==> src/rtl/lcd_stat_pkg.sv <==
package lcd_stat_pkg;

  typedef enum logic [1:0] {
    MODE_HBLANK = 2'd0,
    MODE_VBLANK = 2'd1,
    MODE_OAM    = 2'd2,
    MODE_XFER   = 2'd3
  } lcd_mode_e;

  // Alignment whose hblank-entry cycle masks the hblank source
  localparam logic [1:0] MASK_ALIGN = 2'd3;

  function automatic logic [1:0] entry_align(input logic [1:0] scx_lo,
                                             input logic       first);
    entry_align = scx_lo + (first ? 2'd2 : 2'd0);
  endfunction

endpackage

==> src/rtl/stat_src_select.sv <==
module stat_src_select
  import lcd_stat_pkg::*;
(
  input  logic [1:0] mode,
  input  logic       en_hblank,
  input  logic       en_vblank,
  input  logic       en_oam,
  input  logic       hblank_entry,
  input  logic [1:0] scx_lo,
  input  logic       first_line,
  output logic       src_line
);

  logic [3:0] mode_src;
  logic       entry_mask;

  assign entry_mask = hblank_entry && (entry_align(scx_lo, first_line) == MASK_ALIGN);

  always_comb begin
    mode_src              = '0;
    mode_src[MODE_HBLANK] = en_hblank && !entry_mask;
    mode_src[MODE_VBLANK] = en_vblank;
    mode_src[MODE_OAM]    = en_oam;
    mode_src[MODE_XFER]   = 1'b0;
  end

  assign src_line = mode_src[mode];

endmodule

==> src/rtl/stat_frame_inject.sv <==
module stat_frame_inject #(
  parameter int FPOS_W     = 17,
  parameter int INJECT_POS = 65664
) (
  input  logic              color_model,
  input  logic              en_oam,
  input  logic [FPOS_W-1:0] frame_pos,
  output logic              inject
);

  localparam logic [FPOS_W-1:0] POS_MATCH = FPOS_W'(INJECT_POS);

  assign inject = color_model && en_oam && (frame_pos == POS_MATCH);

endmodule

==> src/rtl/stat_edge_reg.sv <==
module stat_edge_reg (
  input  logic clk,
  input  logic rst_n,
  input  logic lcd_on,
  input  logic line_in,
  output logic irq_req
);

  logic line_q, line_d;
  logic req_q, req_d;

  always_comb begin
    line_d = lcd_on && line_in;
    req_d  = line_d && !line_q;
  end

  always_ff @(posedge clk or negedge rst_n) begin
    if (!rst_n) begin
      line_q <= 1'b0;
      req_q  <= 1'b0;
    end else begin
      line_q <= line_d;
      req_q  <= req_d;
    end
  end

  assign irq_req = req_q;

endmodule

==> src/rtl/lcd_stat_irq.sv <==
module lcd_stat_irq #(
  parameter int SCX_W      = 8,
  parameter int FPOS_W     = 17,
  parameter int LINES      = 144,
  parameter int LINE_LEN   = 456,
  parameter int STAT_DELAY = 4,
  parameter int STEP       = 4
) (
  input  logic              clk,
  input  logic              rst_n,
  input  logic              lcd_on,
  input  logic [1:0]        mode,
  input  logic              en_hblank,
  input  logic              en_vblank,
  input  logic              en_oam,
  input  logic              en_lyc,
  input  logic              lyc_match,
  input  logic              hblank_entry,
  input  logic [SCX_W-1:0]  scroll_x,
  input  logic              first_line,
  input  logic              color_model,
  input  logic [FPOS_W-1:0] frame_pos,
  output logic              irq_req
);

  localparam int INJECT_POS = LINES * LINE_LEN + STAT_DELAY - STEP;

  logic src_line, inject, lyc_force, line_now;

  stat_src_select u_src (
    .mode         (mode),
    .en_hblank    (en_hblank),
    .en_vblank    (en_vblank),
    .en_oam       (en_oam),
    .hblank_entry (hblank_entry),
    .scx_lo       (scroll_x[1:0]),
    .first_line   (first_line),
    .src_line     (src_line)
  );

  stat_frame_inject #(
    .FPOS_W     (FPOS_W),
    .INJECT_POS (INJECT_POS)
  ) u_inj (
    .color_model (color_model),
    .en_oam      (en_oam),
    .frame_pos   (frame_pos),
    .inject      (inject)
  );

  assign lyc_force = en_lyc && lyc_match;
  assign line_now  = src_line || lyc_force || inject;

  stat_edge_reg u_edge (
    .clk     (clk),
    .rst_n   (rst_n),
    .lcd_on  (lcd_on),
    .line_in (line_now),
    .irq_req (irq_req)
  );

endmodule

==> config.mk <==
export PLATFORM = sky130hd
export DESIGN_NAME = lcd_stat_irq
export DESIGN_NICKNAME = d
export VERILOG_FILES = /design/src/rtl/lcd_stat_pkg.sv /design/src/rtl/stat_src_select.sv /design/src/rtl/stat_frame_inject.sv /design/src/rtl/stat_edge_reg.sv /design/src/rtl/lcd_stat_irq.sv
export SDC_FILE = /design/constraint.sdc
export NUM_CORES = 1
export LEC_CHECK = 0
export BUFFER_PORTS_ARGS = -buffer_cell sky130_fd_sc_hd__buf_2
export CELL_PAD_IN_SITES_DETAIL_PLACEMENT = 1
export CELL_PAD_IN_SITES_GLOBAL_PLACEMENT = 1
export CORE_MARGIN = 2
export CORE_UTILIZATION = 13
export DETAILED_ROUTE_END_ITERATION = 10
export PLACE_DENSITY_LB_ADDON = 0.1
export SYNTH_ARGS = -nofsm -noshare
export SYNTH_HDL_FRONTEND = slang
export SYNTH_HIERARCHICAL = 1
export SYNTH_SLANG_ARGS = --single-unit
export TNS_END_PERCENT = 5
==> constraint.sdc <==
create_clock -name clk -period 1.5 [get_ports clk]
set_input_delay 0.075 -clock clk [delete_from_list [all_inputs] [get_ports clk]]
set_output_delay 0.075 -clock clk [all_outputs]
set_load 0.1 [all_outputs]
Word level (Yosys, flattened, before mapping)
Cells that the tools add are included.
{"block": "totals", "register_bits": 2, "inputBits": 38}
{"block": "classes", "add_sub_neg": 1, "magnitude_cmp": 1, "eq_ne": 2, "muxes": 3, "n_reduce_logical": 11}
{"cell": "== test 17 bit, second input constant", "n": 1}
{"cell": "logical AND 1 bit", "n": 7}
{"cell": "less-than comparator 2 x 3 -> 1 bit, second input constant", "n": 1}
{"cell": "adder 2 bit", "n": 1}
{"cell": "binary-select mux 1 bit (select 2 bit)", "n": 1}
{"cell": "== test 2 bit, second input constant", "n": 1}
{"cell": "zero test 1 bit", "n": 2}
{"cell": "logical OR 1 bit", "n": 2}
{"cell": "two-way mux 2 bit", "n": 1}
{"cell": "two-way mux 1 bit", "n": 1}

Logic depth before layout (Yosys ltp)
{"block": "depth", "depth_word": 12, "depth_mapped": 5}

By module
The synthesis kept the hierarchy.
{"module": "stat_frame_inject", "n_inst": 1, "cells_per_inst": 6, "area_each_um2": 73.8}
{"module": "stat_edge_reg", "n_inst": 1, "cells_per_inst": 4, "area_each_um2": 65.1}
{"module": "stat_src_select", "n_inst": 1, "cells_per_inst": 7, "area_each_um2": 43.8}
{"module": "lcd_stat_irq", "n_inst": 1, "cells_per_inst": 1, "area_each_um2": 8.8}

Least setup slack after synthesis
Ideal clock, no wire load.
{"block": "synth_timing", "path_kind": "input -> register", "startpoint": "input frame_pos[8]", "endpoint": "register u_edge.req_q (netlist: u_edge/irq_req)", "t_arrival_ps": 912, "path_slack_ps": 521, "cell_stages": 5, "n_path_buf": 0, "path_cell_list": "nor4b_2 > nand4_1 > nor4b_2 > a211o_1 > and3b_1"}
{"block": "synth_via", "elab_chain_len": 5}
{"item": "from (decl)", "line": "lcd_stat_irq.sv:22", "source": "input logic [FPOS_W-1:0] frame_pos,"}
{"item": "== test 17 bit", "line": "stat_frame_inject.sv:13", "source": "assign inject = color_model && en_oam && (frame_pos == POS_MATCH);"}
{"item": "logical AND 1 bit", "line": "stat_frame_inject.sv:13"}
{"item": "named net inject", "line": "lcd_stat_irq.sv:28", "source": "logic src_line, inject, lyc_force, line_now;"}
{"item": "logical OR 1 bit", "line": "lcd_stat_irq.sv:52", "source": "assign line_now = src_line || lyc_force || inject;"}
{"item": "named net line_now", "line": "lcd_stat_irq.sv:28"}
{"item": "logical AND 1 bit", "line": "stat_edge_reg.sv:13", "source": "line_d = lcd_on && line_in;"}
{"item": "logical AND 1 bit", "line": "stat_edge_reg.sv:14", "source": "req_d = line_d && !line_q;"}
{"item": "named net u_edge.req_d", "line": "stat_edge_reg.sv:10", "source": "logic req_q, req_d;"}
{"item": "to (signal assigned)", "line": "stat_edge_reg.sv:23", "source": "req_q <= req_d;"}
{"item": "to (decl)", "line": "stat_edge_reg.sv:10"}
The timed path passes the listed nets, and every way through them passes these cells.

Worst setup path in the final report
{"block": "layout_timing", "startpoint": "register u_edge.req_q (netlist: u_edge/irq_req)", "endpoint": "output irq_req"}
{"item": "to (decl)", "line": "lcd_stat_irq.sv:23", "source": "output logic irq_req"}
No word-level cell between the ends.

==> impl_metrics.yaml <==
setup_path:
  timing.rr.end: "u_edge/irq_req$_DFF_PN0_"
  start_kind: "flip-flop"
  crit_chain: "buf_2"
  cp_num_buf_inv: 1
  worstReg2RegStart: "u_edge/line_q$_DFF_PN0_"
  required_ns: 1.42
  arrival_ns: 0.94
  endpoint_kind: "output pin"
  cp.depth: 1
  crit_type: "reg -> out"
  regToRegSetupSlack_ns: 0.89
  crit_start: "u_edge/irq_req$_DFF_PN0_"
  endpoint: "irq_req"
  crit_fanout: 1
  reg2reg_depth: 1
  critPathMaxStageDelay_ns: 0.41
  critPathSlowestCell: "buf_2"
  crit_family: "buffers and inverters"
global_routing:
  antenna_found_initial: 0
  grt_usage_pct: 9.947
  grt_pass1_vias: 333
  grt_remaining_overflow: 0
  grt_pass1_wl_um: 1290
  grt_max_degree: 4
synthesis:
  synth_fp_nets: 56
  synth_warnings: 6
  synth-seq-cells: 2
  ys_seq_area_share_pct: 26.14
  synth_compound_gate_area_share_pct: 14.38
  synth_top_cells_by_area: "dfrtp_1, nor4b_2, nor4_2"
  yosys.area_share.simple_pct: 52.94
  synthesis.area_sq_um: 191.4
  synthMuxAreaShare_pct: 0
  syn_inst: 18
  synth_xor_area_share_pct: 4.575
  synth.distinct_cells: 14
  yosysTopAreaCell: "dfrtp_1"
  synth_fa_ha_area_share_pct: 0
  synth_top_family_by_area: "simple AND/OR/NAND/NOR gates"
  yosysTopAreaCellShare_pct: 26.14
  syn_area_per_cell_sq_um: 10.64
pwr:
  ir_drop_mv: 0.2067
  intPower_uw: 191.0
  swShare_pct: 25.87
  p_sw_uw: 66.63
  combPwrFrac_pct: 32.8
  p_leak_nw: 0.2173
  power_density_mw_per_mm2: 639.4
  seq_power_share_pct: 23.1
  clockPowerShare_pct: 44.1
job:
  maxCapViolCount: 0
sta:
  finalMaxSlewViolations: 0
  maxSlewHeadroom_pct: 67.82
  fin_setup_tns_ns: 0
  layout_min_cycle_time_ns: 1.011
  finalClockSkew_ns: 0.001003
  max_slew.worst_pin.slew_ns: 0.4860
  hold_slack_ns: 0.08819
  rsz0062_at_grt: "false"
  setup_viol: 0
  fmax_mhz: 989.5
  hold_violations: 0
  finalCritPeriodShare_pct: 67.38
floorplan:
  ios: 39
  start_util_pct: 14.35
  dieArea_sq_mm: 0.001796
  placementRows: 13
  core_area_sq_mm: 0.001334
  die_h_um: 42.38
  die_x_um: 42.38
cells_and_area:
  drive_gt1_share_pct: 74.07
  areaGrowthSynthToFinish_pct: 110.5
  diodes: 0
  layout_common_cells: "buf_2, clkbuf_4"
  mostFrequentLayoutCell: "buf_2"
  nets: 94
routing:
  detail-route-antenna-nets: 0
  wl_per_cell_um: 11.36
  num_vias: 304
  vias_per_cell: 4.406
  drc_errors: 0
  drt-pass1-iter-count: 2
  totalWireLength_um: 784
  drt_iter0_markers: 2
placed_design:
  globalplace.congestion: 0.6891
  portBuffers: 32
cts:
  clkLatencyLatePin_ns: 0.22
  hold_buffers: 1
  cts_root_buf: "clkbuf_4"
  cts_inserted_buffers: 3
  clock-sinks: 2
  cts_setup_buffers: 0
  path_clk_slew_ns: 0.03
  cts_resized: 0
  htree_levels: 1
  cts_tree: "yes"
  cts_max_path_buffers: 2
run_status:
  status: "complete, no violations"
worst_hold_path:
  min_path_type: "in -> reg"
per-layer routing:
layer  GRT usage [%]  vias to the layer above  part of all wire [%]
met5               0                        -                     0
met4           7.500                        0                     0
met3           3.017                        0                   9.2
met2           20.31                       20                    63
met1           7.198                      138                    28
li1                -                      146                     -
flip-flops by register name, indices dropped and copies added, names as in the netlist:
register / flops
u_edge/line_q: 1
u_edge/irq_req: 1
worst min-delay path by stage:
stage,cells past startpoint,slack [ns],start,to
after floorplan,0,-0.22,rst_n,u_edge/irq_req$_DFF_PN0_
after global placement,1,-0.14,rst_n,u_edge/irq_req$_DFF_PN0_
after detailed placement,1,-0.14,rst_n,u_edge/line_q$_DFF_PN0_
after CTS,2,0.08,lcd_on,u_edge/line_q$_DFF_PN0_
after global routing,2,0.09,lcd_on,u_edge/line_q$_DFF_PN0_
final,2,0.09,lcd_on,u_edge/line_q$_DFF_PN0_
per-stage QoR:
stage          power (mW)  utilization [%]  worst slack (ns)  area, sq um  cells
2_1_floorplan     0.09324                -            0.5213        191.4     18
3_3_place_gp       0.1398            27.77            0.3175        370.4     65
3_5_place_dp       0.1436            27.77            0.2958        370.4     65
4_1_cts            0.2655            30.21            0.4740        402.9     69
5_1_grt            0.2785            30.21            0.3929        402.9     69
6_report           0.2576            30.21            0.4894        402.9     69
layout make-up:
cell class | instances | area [sq um]
fillers | 180 | 930.9
repair buffers | 33 | 170.2
clock buffers | 3 | 22.52
inverters | 1 | 3.754
well taps | 15 | 18.77
flip-flops and latches | 2 | 50.05
multi-input cells | 15 | 137.6
power groups by stage:
stage                     logic (mW)  registers [mW]  clock network [mW]
after CTS                     0.0858          0.0595               0.120
final                         0.0844          0.0595               0.114
after global placement        0.0801          0.0597                   0
after detailed placement      0.0835          0.0601                   0
after floorplan               0.0182          0.0751                   0
after global routing          0.0934          0.0598               0.125
logic make-up after synthesis:
| family | Yosys count |
|---|---|
| AO/OA/AOI/OAI | 4 |
| XOR/XNOR | 1 |
| buffers and inverters | 1 |
| flip-flops | 2 |
| AND/OR/NAND/NOR | 10 |
synthesized netlist by cell type:
library cell / n
and3b_1: 2
o31ai_1: 1
xnor2_1: 1
o21ai_1: 1
and4bb_2: 1
a211o_1: 1
nand4_1: 1
nor4b_2: 2
dfrtp_1: 2
inv_1: 1
nand2_1: 1
and2_1: 1
nor4_2: 2
a31oi_1: 1
Note: power is estimated with default switching activity, not from simulation.
